--- config.mk ---
export PLATFORM = sky130hd
export DESIGN_NAME = proc_core
export DESIGN_NICKNAME = d
export VERILOG_FILES = /design/src/rtl/proc_pkg.sv /design/src/rtl/proc_regfile.sv /design/src/rtl/proc_alu.sv /design/src/rtl/proc_ctrl.sv /design/src/rtl/proc_core.sv
export SDC_FILE = /design/constraint.sdc
export NUM_CORES = 1
export LEC_CHECK = 0
export ABC_AREA = 0
export BUFFER_PORTS_ARGS = -buffer_cell sky130_fd_sc_hd__buf_2
export CAP_MARGIN = 20
export CORE_MARGIN = 8
export CORE_UTILIZATION = 31
export DETAILED_ROUTE_END_ITERATION = 6
export HOLD_SLACK_MARGIN = 0.08
export SYNTH_ARGS = -nofsm -noshare
export SYNTH_HDL_FRONTEND = slang
export SYNTH_HIERARCHICAL = 1
export SYNTH_SLANG_ARGS = --single-unit
--- constraint.sdc ---
create_clock -name clk -period 9.75 [get_ports clk]
set_input_delay 1.95 -clock clk [delete_from_list [all_inputs] [get_ports clk]]
set_output_delay 1.95 -clock clk [all_outputs]
set_load 0.02 [all_outputs]
--- src/rtl/proc_pkg.sv ---
package proc_pkg;
    localparam int XLEN   = 16;
    localparam int NREG   = 16;
    localparam int RIDX   = $clog2(NREG);
    localparam int OPW    = 4;
    localparam int FLDW   = 8;

    typedef enum logic [3:0] {
        ST_RESET      = 4'd0,
        ST_FETCH      = 4'd1,
        ST_FETCH_WAIT = 4'd2,
        ST_DECODE     = 4'd3,
        ST_LD_DIR     = 4'd4,
        ST_LD_WAIT    = 4'd5,
        ST_ST_DIR     = 4'd6,
        ST_ST_IND     = 4'd7,
        ST_LD_IMM     = 4'd8,
        ST_ADD        = 4'd9,
        ST_SUB        = 4'd10,
        ST_JZ         = 4'd11,
        ST_NOP        = 4'd12
    } state_t;

    localparam logic [OPW-1:0] OP_LOAD_DIR  = 4'b0000;
    localparam logic [OPW-1:0] OP_STORE_DIR = 4'b0001;
    localparam logic [OPW-1:0] OP_STORE_IND = 4'b0010;
    localparam logic [OPW-1:0] OP_LOAD_IMM  = 4'b0011;
    localparam logic [OPW-1:0] OP_ADD       = 4'b0100;
    localparam logic [OPW-1:0] OP_SUB       = 4'b0101;
    localparam logic [OPW-1:0] OP_JZ        = 4'b0110;

    localparam logic [1:0] WSEL_ALU = 2'b00;
    localparam logic [1:0] WSEL_MEM = 2'b01;
    localparam logic [1:0] WSEL_IMM = 2'b10;

    localparam logic [1:0] ASEL_PC  = 2'b00;
    localparam logic [1:0] ASEL_DIR = 2'b01;
    localparam logic [1:0] ASEL_REG = 2'b10;

    localparam logic [1:0] ALU_ADD  = 2'b00;
    localparam logic [1:0] ALU_SUB  = 2'b01;

    typedef struct packed {
        logic [RIDX-1:0] rf_wa;
        logic            rf_we;
        logic [1:0]      rf_wsel;
        logic [RIDX-1:0] r1a;
        logic            r1e;
        logic [RIDX-1:0] r2a;
        logic            r2e;
        logic [1:0]      alu_op;
        logic [1:0]      asel;
        logic            mem_re;
        logic            mem_we;
        logic            ir_ld;
        logic            pc_inc;
        logic            pc_clr;
    } ctrl_t;
endpackage

--- src/rtl/proc_regfile.sv ---
module proc_regfile #(
    parameter int DW    = 16,
    parameter int NR    = 16,
    parameter int NRD   = 2,
    localparam int AW   = $clog2(NR)
) (
    input  logic                    clk,
    input  logic                    rst_n,
    input  logic [AW-1:0]           wa,
    input  logic                    we,
    input  logic [DW-1:0]           wd,
    input  logic [NRD-1:0][AW-1:0]  ra,
    input  logic [NRD-1:0]          re,
    output logic [NRD-1:0][DW-1:0]  rd
);
    logic [DW-1:0] regs [NR];

    always_ff @(posedge clk or negedge rst_n) begin
        if (!rst_n) begin
            for (int i = 0; i < NR; i++) regs[i] <= '0;
        end else if (we) begin
            regs[wa] <= wd;
        end
    end

    // each read port returns zero while its enable is low
    for (genvar p = 0; p < NRD; p++) begin : g_rd
        assign rd[p] = re[p] ? regs[ra[p]] : '0;
    end
endmodule

--- src/rtl/proc_alu.sv ---
module proc_alu #(
    parameter int DW = 16
) (
    input  logic [DW-1:0] a,
    input  logic [DW-1:0] b,
    input  logic [1:0]    op,
    output logic [DW-1:0] y,
    output logic          zero
);
    import proc_pkg::*;

    always_comb begin
        unique case (op)
            ALU_SUB: y = a - b;
            default: y = a + b;
        endcase
    end

    assign zero = (y == '0);
endmodule

--- src/rtl/proc_ctrl.sv ---
module proc_ctrl
    import proc_pkg::*;
#(
    parameter int IW = 16
) (
    input  logic          clk,
    input  logic          rst_n,
    input  logic [IW-1:0] ir,
    input  logic          alu_zero,
    output ctrl_t         c,
    output logic          pc_ld,
    output state_t        state
);
    state_t nxt;
    logic [OPW-1:0]  op;
    logic [RIDX-1:0] rn, rm;

    assign op = ir[IW-1 -: OPW];
    assign rn = ir[IW-OPW-1 -: RIDX];
    assign rm = ir[IW-OPW-RIDX-1 -: RIDX];

    always_ff @(posedge clk or negedge rst_n) begin
        if (!rst_n) state <= ST_RESET;
        else        state <= nxt;
    end

    always_comb begin
        nxt = ST_FETCH;
        unique case (state)
            ST_RESET:      nxt = ST_FETCH;
            ST_FETCH:      nxt = ST_FETCH_WAIT;
            ST_FETCH_WAIT: nxt = ST_DECODE;
            ST_DECODE: begin
                unique case (op)
                    OP_LOAD_DIR:  nxt = ST_LD_DIR;
                    OP_STORE_DIR: nxt = ST_ST_DIR;
                    OP_STORE_IND: nxt = ST_ST_IND;
                    OP_LOAD_IMM:  nxt = ST_LD_IMM;
                    OP_ADD:       nxt = ST_ADD;
                    OP_SUB:       nxt = ST_SUB;
                    OP_JZ:        nxt = ST_JZ;
                    default:      nxt = ST_NOP;
                endcase
            end
            ST_LD_DIR:     nxt = ST_LD_WAIT;
            default:       nxt = ST_FETCH;
        endcase
    end

    always_comb begin
        c = '0;
        unique case (state)
            ST_RESET: c.pc_clr = 1'b1;
            ST_FETCH: begin
                c.asel   = ASEL_PC;
                c.mem_re = 1'b1;
            end
            ST_FETCH_WAIT: begin
                c.ir_ld  = 1'b1;
                c.pc_inc = 1'b1;
            end
            ST_LD_DIR: begin
                c.asel   = ASEL_DIR;
                c.mem_re = 1'b1;
            end
            ST_LD_WAIT: begin
                c.rf_wa   = rn;
                c.rf_we   = 1'b1;
                c.rf_wsel = WSEL_MEM;
            end
            ST_ST_DIR: begin
                c.asel   = ASEL_DIR;
                c.r2a    = rn;
                c.r2e    = 1'b1;
                c.mem_we = 1'b1;
            end
            ST_ST_IND: begin
                c.r1a    = rn;
                c.r1e    = 1'b1;
                c.asel   = ASEL_REG;
                c.r2a    = rm;
                c.r2e    = 1'b1;
                c.mem_we = 1'b1;
            end
            ST_LD_IMM: begin
                c.rf_wa   = rn;
                c.rf_we   = 1'b1;
                c.rf_wsel = WSEL_IMM;
            end
            ST_ADD, ST_SUB: begin
                c.r1a     = rn;
                c.r1e     = 1'b1;
                c.r2a     = rm;
                c.r2e     = 1'b1;
                c.alu_op  = (state == ST_SUB) ? ALU_SUB : ALU_ADD;
                c.rf_wa   = rn;
                c.rf_we   = 1'b1;
                c.rf_wsel = WSEL_ALU;
            end
            ST_JZ: begin
                c.r1a    = rn;
                c.r1e    = 1'b1;
                c.alu_op = ALU_ADD;
            end
            default: c = '0;
        endcase
    end

    // second operand is disabled in JZ, so the flag reflects rn alone
    assign pc_ld = (state == ST_JZ) && alu_zero;


    nop_to_fetch_chk: assert property (@(posedge clk) disable iff (!rst_n)
        (state == ST_NOP) |=> (state == ST_FETCH));


    decode_follows_capture_chk: assert property (@(posedge clk) disable iff (!rst_n)
        (state == ST_FETCH_WAIT) |=> (state == ST_DECODE));


    no_dual_regwrite_memwrite_chk: assert property (@(posedge clk) disable iff (!rst_n)
        $onehot0({c.rf_we, c.mem_we, c.ir_ld}));
endmodule

--- src/rtl/proc_core.sv ---
module proc_core
    import proc_pkg::*;
(
    input  logic        clk,
    input  logic        rst_n,
    output logic [15:0] mem_addr,
    output logic [15:0] mem_wdata,
    input  logic [15:0] mem_rdata,
    output logic        mem_re,
    output logic        mem_we,
    output logic [15:0] dbg_pc,
    output logic [15:0] dbg_ir,
    output logic [3:0]  dbg_state
);
    ctrl_t          c;
    state_t         state;
    logic           pc_ld;
    logic           alu_zero;
    logic [XLEN-1:0] pc, ir;
    logic [XLEN-1:0] fld_ext, alu_y, rf_wd;
    logic [1:0][XLEN-1:0] rf_rd;

    assign fld_ext = {{(XLEN-FLDW){1'b0}}, ir[FLDW-1:0]};

    proc_ctrl #(.IW(XLEN)) u_ctrl (
        .clk      (clk),
        .rst_n    (rst_n),
        .ir       (ir),
        .alu_zero (alu_zero),
        .c        (c),
        .pc_ld    (pc_ld),
        .state    (state)
    );

    proc_regfile #(.DW(XLEN), .NR(NREG), .NRD(2)) u_rf (
        .clk   (clk),
        .rst_n (rst_n),
        .wa    (c.rf_wa),
        .we    (c.rf_we),
        .wd    (rf_wd),
        .ra    ({c.r2a, c.r1a}),
        .re    ({c.r2e, c.r1e}),
        .rd    (rf_rd)
    );

    proc_alu #(.DW(XLEN)) u_alu (
        .a    (rf_rd[0]),
        .b    (rf_rd[1]),
        .op   (c.alu_op),
        .y    (alu_y),
        .zero (alu_zero)
    );

    always_comb begin
        unique case (c.rf_wsel)
            WSEL_MEM: rf_wd = mem_rdata;
            WSEL_IMM: rf_wd = fld_ext;
            default:  rf_wd = alu_y;
        endcase
    end

    always_comb begin
        unique case (c.asel)
            ASEL_DIR: mem_addr = fld_ext;
            ASEL_REG: mem_addr = rf_rd[0];
            default:  mem_addr = pc;
        endcase
    end

    always_ff @(posedge clk or negedge rst_n) begin
        if (!rst_n) begin
            pc <= '0;
            ir <= '0;
        end else begin
            if (c.pc_clr)      pc <= '0;
            else if (pc_ld)    pc <= fld_ext;
            else if (c.pc_inc) pc <= pc + 1'b1;
            if (c.ir_ld)       ir <= mem_rdata;
        end
    end

    assign mem_wdata = rf_rd[1];
    assign mem_re    = c.mem_re;
    assign mem_we    = c.mem_we;
    assign dbg_pc    = pc;
    assign dbg_ir    = ir;
    assign dbg_state = state;


    excl_rw_chk: assert property (@(posedge clk) disable iff (!rst_n)
        !(mem_re && mem_we));


    reset_pc_zero_chk: assert property (@(posedge clk) disable iff (!rst_n)
        (state == ST_RESET) |=> (pc == '0) && (state == ST_FETCH));


    fetch_advance_chk: assert property (@(posedge clk) disable iff (!rst_n)
        (state == ST_FETCH_WAIT) |=> (pc == $past(pc) + 16'd1) && (ir == $past(mem_rdata)));


    jz_hold_chk: assert property (@(posedge clk) disable iff (!rst_n)
        (state == ST_JZ && !alu_zero) |=> (pc == $past(pc)));


    jz_taken_chk: assert property (@(posedge clk) disable iff (!rst_n)
        (state == ST_JZ && alu_zero) |=> (pc == {8'h00, $past(ir[7:0])}));
endmodule

==> results.cfg, run 1 <==
[placement]
gp_congestion = 0.886
port_buffers = 87
place_ws_ns = 2.14
dp_hpwl_mm = 36.3

[clock_network]
ctsResizeCount = 0
htreeDepth = 2
cts_hold_buf = 0
clock_latency_ns = 0.52
cts_tree = done
cts.path.max_buffers = 3
cts-root-buf = clkbuf_16
numCtsBuffers = 34
numClockSinks = 292
cts_setup_buffers = 0
clkTransAtPathRegs_ns = 0.06

[route]
drt_first_pass_iters = 6
detail_route.wl_per_cell_um = 23.8
drc_errors = 0
postRouteAntennaNets = 0
vias_per_cell = 5.59
wirelength_mm = 54.6
vias = 12800
drt_iter0_markers = 1274

[setup_path]
arrival_ns = 8.23
critPathKind = flip-flop to flip-flop
endpoint_kind = flip-flop
crit_path_max_fanout = 24
crit_required_ns = 10.15
cp-start-kind = flip-flop

[floorplan]
coreArea_mm2 = 0.0562
dieHeight_um = 254
io_pins = 88
fp.dieW_um = 254
die_area_mm2 = 0.0644
row_count = 87
start_util_pct = 31.2

[timing]
final.setup_skew_ns = 0.00965
min_period_ns = 7.83
finalHoldViolCount = 0
relSlewSlack_pct = 31.9
rsz0062_at_grt = no
setup_violations = 0
timing.final.crit_share_pct = 80.3
worst_pin_slew_ns = 1.02
slew_viol_final = 0
fin_ws_ns = 1.92
fin_tns_setup_ns = 0
max_freq_mhz = 128

[synth]
synth.distinct_cells = 72
synth-seq-cells = 292
synth_top_area_cell = dfrtp_1
synth_seq_area_share_pct = 41.7
synth_flop_cell = dfrtp_1
ys_async_sr_fraction_pct = 100
yosysWarningCount = 6
yosysMostFrequentCell = dfrtp_1
synth_top_area_share_pct = 41.7
avgSynthCellArea_um2 = 12.0
yosys-top-cells-area = dfrtp_1 (42%), mux2_2 (17%), mux2i_1 (9.2%)
netlist_area_mm2 = 0.0175
synth_cells = 1463
netlist_top_cells_count = dfrtp_1 (292), mux2_2 (267), mux2i_1 (161)
syn_nets = 1503
synth-edff-count = 0

[job]
max-cap-violations = 0

[grt]
grt_max_degree = 171
grt_first_pass_wirelength_mm = 83.1
antenna_found_initial = 0
grt_pass1_vias = 13000
grt-ovfl-total = 0
grtUsageTotal_pct = 16.7

[outcome]
status = complete, no violations

[final_layout]
final_layout_size_suffix_gt1_share_pct = 35.8
syn_to_final_growth_pct = 14.1
fin_nets = 1553
antenna_cells = 0

[min_path]
hp-class = flip-flop to flip-flop
[cell families after synthesis]
group	after synthesis	synth area share, %
compound gates	230	9.29
xor+xnor	39	1.95
fa+ha+maj	22	1.61
buf+inv	140	3.62
flops	292	41.7
mux	492	34.5
other cells	1	0.0214
simple gates	247	7.31
[per-layer routing]
| layer | share of wire [%] | vias to the layer above | track usage [%] |
|---|---|---|---|
| met4 | 4.0 | 0 | 6.46 |
| met5 | 0 | - | 0 |
| li1 | - | 5599 | - |
| met3 | 6.7 | 107 | 3.22 |
| met2 | 48 | 475 | 28.0 |
| met1 | 42 | 6633 | 21.2 |
[placed cells by master, fill, tap and decap left out, types with 4 or more instances in the layout]
master / count
mux4_2: 62
nand2b_1: 6
o211ai_1: 4
nand4_1: 6
nor2b_1: 9
clkinv_2: 6
or3_1: 5
o21a_1: 4
buf_4: 42
and2_1: 9
a22oi_1: 82
mux2_2: 267
a21o_1: 7
clkbuf_16: 35
mux2i_1: 161
inv_1: 23
o22ai_1: 26
clkbuf_8: 10
o2111ai_1: 4
dfrtp_1: 292
nor3_4: 4
nor3b_1: 4
a22o_1: 16
ha_1: 21
a21oi_1: 20
nor3_1: 12
xor2_1: 10
buf_2: 86
and3_1: 10
o21ai_0: 31
nor4_1: 7
nor2_1: 56
a311oi_1: 4
xnor2_1: 29
nand3_1: 15
nand2_1: 74
[metrics by stage]
stage	utilization [%]	cell area, um2	hold slack [ns]	cells
3_5_place_dp	33.5	18800	0.512	2233
5_1_grt	35.6	20000	0.539	2293
6_report	35.6	20000	0.528	2293
3_3_place_gp	33.4	18800	0.503	2232
4_1_cts	35.6	20000	0.525	2293
2_1_floorplan	-	17500	0.482	1463
[area by class of cell]
class / count / area, um2
fillers: 5526 / 36200
multi-input cells: 1031 / 9670
flip-flops and latches: 292 / 7310
clock buffers: 48 / 1020
well taps: 756 / 946
repair buffers: 131 / 808
clock inverters: 12 / 144
inverters: 23 / 86.3
[sequential cells by signal (all words and copies together) (netlist names)]
name	cells
u_ctrl/state	4
dbg_ir	16
dbg_pc	16
u_rf/regs	256
[worst max-delay path, stage by stage, from the launching register on]
cell and delay, ns:
dfrtp_1 0.56, nand2b_1 0.26, nor2_1 0.35, a22o_2 0.81, nor2b_1 0.82, a22oi_1 0.22, nand2_1 0.15, o22ai_1 0.19
nor3_1 0.29, nand3b_1 0.18, o31ai_1 0.26, xor2_1 0.18, ha_1 0.33, a21o_1 0.26, a21o_1 0.22, a211o_1 0.31
or3_1 0.36, a2111oi_0 0.36, or4b_1 0.50, nor4_2 0.15, and3_1 0.55, or2_2 0.31, nor2_1 0.07
[final timing paths]
path / from / to / slack [ns] / cells past startpoint
worst max-delay path: u_ctrl/state[2]$_DFF_PN0_ / dbg_pc[14]$_DFFE_PN0P_ / 1.92 / 22
worst min-delay path: u_rf/regs[178]$_DFFE_PN0P_ / u_rf/regs[178]$_DFFE_PN0P_ / 0.53 / 1
worst max register to register: u_ctrl/state[2]$_DFF_PN0_ / dbg_pc[14]$_DFFE_PN0P_ / 1.92 / 22
worst min register to register: u_rf/regs[178]$_DFFE_PN0P_ / u_rf/regs[178]$_DFFE_PN0P_ / 0.53 / 1
max in group asynchronous: rst_n / u_rf/regs[15]$_DFFE_PN0P_ / 6.72 / 2
min in group asynchronous: rst_n / dbg_ir[6]$_DFFE_PN0P_ / 1.52 / 1
Power of run 1 is left out: the tool's default activity adds up to more than one toggle a clock period on the data nets, which glitch-free logic cannot reach.
==> run 2: changes to the inputs <==
==> constraint.sdc (replaced) <==
create_clock -name clk -period 7.5 [get_ports clk]
set_input_delay 1.5 -clock clk [delete_from_list [all_inputs] [get_ports clk]]
set_output_delay 1.5 -clock clk [all_outputs]
set_load 0.02 [all_outputs]
==> results.cfg, run 2 (synthesis gave the netlist of run 1 again) <==
[outcome]
status = complete, no violations

[grt]
grt_max_degree = 163
antenna_found_initial = 0
grtUsageTotal_pct = 16.8
grt_pass1_vias = 12800
grt-ovfl-total = 0
grt_first_pass_wirelength_mm = 83.2

[setup_path]
crit_buf_inv = 2
cpMaxStageDelayCell = dfrtp_1
endpoint_kind = flip-flop
arrival_ns = 7.51
crit_required_ns = 7.91
cpPeakStageDelay_ns = 0.58
reg2regPathDepth = 23
path_cells = nand2b_1, o221ai_2, a22o_2, buf_4, buf_4, mux4_2, mux2i_1, o22ai_1, nor3_1, nor3b_1, nor2_1, xnor2_1, ha_1, nand4_1, a21oi_1, a211o_1, or3_1, a2111oi_0, or4b_1, nor4_2, and3_2, or2_2, nor2_1
cp-start-kind = flip-flop
cp_num_cells = 23
critical-path-top-delay-family = simple AND/OR/NAND/NOR gates
critPathKind = flip-flop to flip-flop
crit_path_max_fanout = 16

[floorplan]
die_area_mm2 = 0.0644
start_util_pct = 31.2
fp.dieW_um = 254
io_pins = 88
coreArea_mm2 = 0.0562
row_count = 87
dieHeight_um = 254

[route]
detail_route.wl_per_cell_um = 24.1
vias_per_cell = 5.59
drt_iter0_markers = 1166
drc_errors = 0
drt_first_pass_iters = 6
postRouteAntennaNets = 0
vias = 12900
wirelength_mm = 55.8

[final_layout]
syn_to_final_growth_pct = 14.8
design_area_mm2 = 0.0201
final_layout_size_suffix_gt1_share_pct = 36.4
fill_cells = 5487
layout_commonest_cell = dfrtp_1
antenna_cells = 0
largest-register = u_rf/regs
final_cell_mix = dfrtp_1 (292), mux2_2 (267), mux2i_1 (161)
fin_nets = 1574
largest_reg_flops = 256

[clock_network]
numCtsBuffers = 34
clkTransAtPathRegs_ns = 0.06
clock_latency_ns = 0.53
cts-root-buf = clkbuf_16
cts.path.max_buffers = 3
htreeDepth = 2
cts_hold_buf = 0
numClockSinks = 292
cts_tree = done

[min_path]
hp-class = flip-flop to flip-flop
holdPathStages = 1

[job]
max-cap-violations = 0

[timing]
min_period_ns = 7.10
finalHoldViolCount = 0
setup_violations = 0
relSlewSlack_pct = 32.7
holdWs_ns = 0.525
final.setup_skew_ns = 0.0256
worst_pin_slew_ns = 0.998
timing.final.crit_share_pct = 94.7
slew_viol_final = 0
max_freq_mhz = 141
rsz0062_at_grt = no
fin_tns_setup_ns = 0

[placement]
gp_congestion = 0.921
port_buffers = 87
dpl-instance-area_mm2 = 0.0190
dp_hpwl_mm = 37.9
## run 2: area by class of cell
cell class,count,area [um2],share of cell area [%]
Clock buffer,50,992,4.94
Clock inverter,8,123,0.610
Inverter,23,86.3,0.430
Multi-Input combinational cell,1032,9680,48.2
Sequential cell,292,7310,36.4
Tap cell,756,946,4.71
Timing Repair Buffer,151,963,4.79
## run 2: routing by layer
metal	wire length (um)	GRT usage [%]
met2	26700	28.2
met4	1790	5.72
met3	3850	2.88
met5	0	0
met1	23500	21.8
## run 2: worst reg2reg max path: stages (launching register included)
cell       delay [ns]
dfrtp_1          0.58
nand2b_1         0.28
o221ai_2         0.47
a22o_2           0.28
buf_4            0.34
buf_4            0.28
mux4_2           0.31
mux2i_1          0.20
o22ai_1          0.23
nor3_1           0.41
nor3b_1          0.38
nor2_1           0.10
xnor2_1          0.16
ha_1             0.38
nand4_1          0.12
a21oi_1          0.06
a211o_1          0.29
or3_1            0.37
a2111oi_0        0.36
or4b_1           0.49
nor4_2           0.16
and3_2           0.42
or2_2            0.27
nor2_1           0.07
## run 2: through the flow
stage / utilization, % / worst slack [ns] / cells
floorplan: - / 0.813 / 1463
global placement: 33.8 / 0.523 / 2253
detailed placement: 33.8 / 0.370 / 2253
CTS: 35.7 / 0.335 / 2311
global route: 35.8 / 0.0235 / 2312
finish: 35.8 / 0.396 / 2312
## run 2: path summary, 6_finish.rpt
path	startpoint	end	slack, ns
max	u_ctrl/state[2]$_DFF_PN0_	dbg_pc[9]$_DFFE_PN0P_	0.40
min in group asynchronous	rst_n	dbg_pc[0]$_DFFE_PN0P_	0.92
min	u_rf/regs[160]$_DFFE_PN0P_	u_rf/regs[160]$_DFFE_PN0P_	0.52
min reg2reg	u_rf/regs[160]$_DFFE_PN0P_	u_rf/regs[160]$_DFFE_PN0P_	0.52
max in group asynchronous	rst_n	u_rf/regs[77]$_DFFE_PN0P_	5.30
max reg2reg	u_ctrl/state[2]$_DFF_PN0_	dbg_pc[9]$_DFFE_PN0P_	0.40
## run 2: what timing repair did
item,4_1_cts,5_1_grt
gates resized for setup,0,3
setup endpoints to repair,0,16
buffers inserted,0,0
hold endpoints to repair,0,0
Power of run 2 is left out for the same reason.
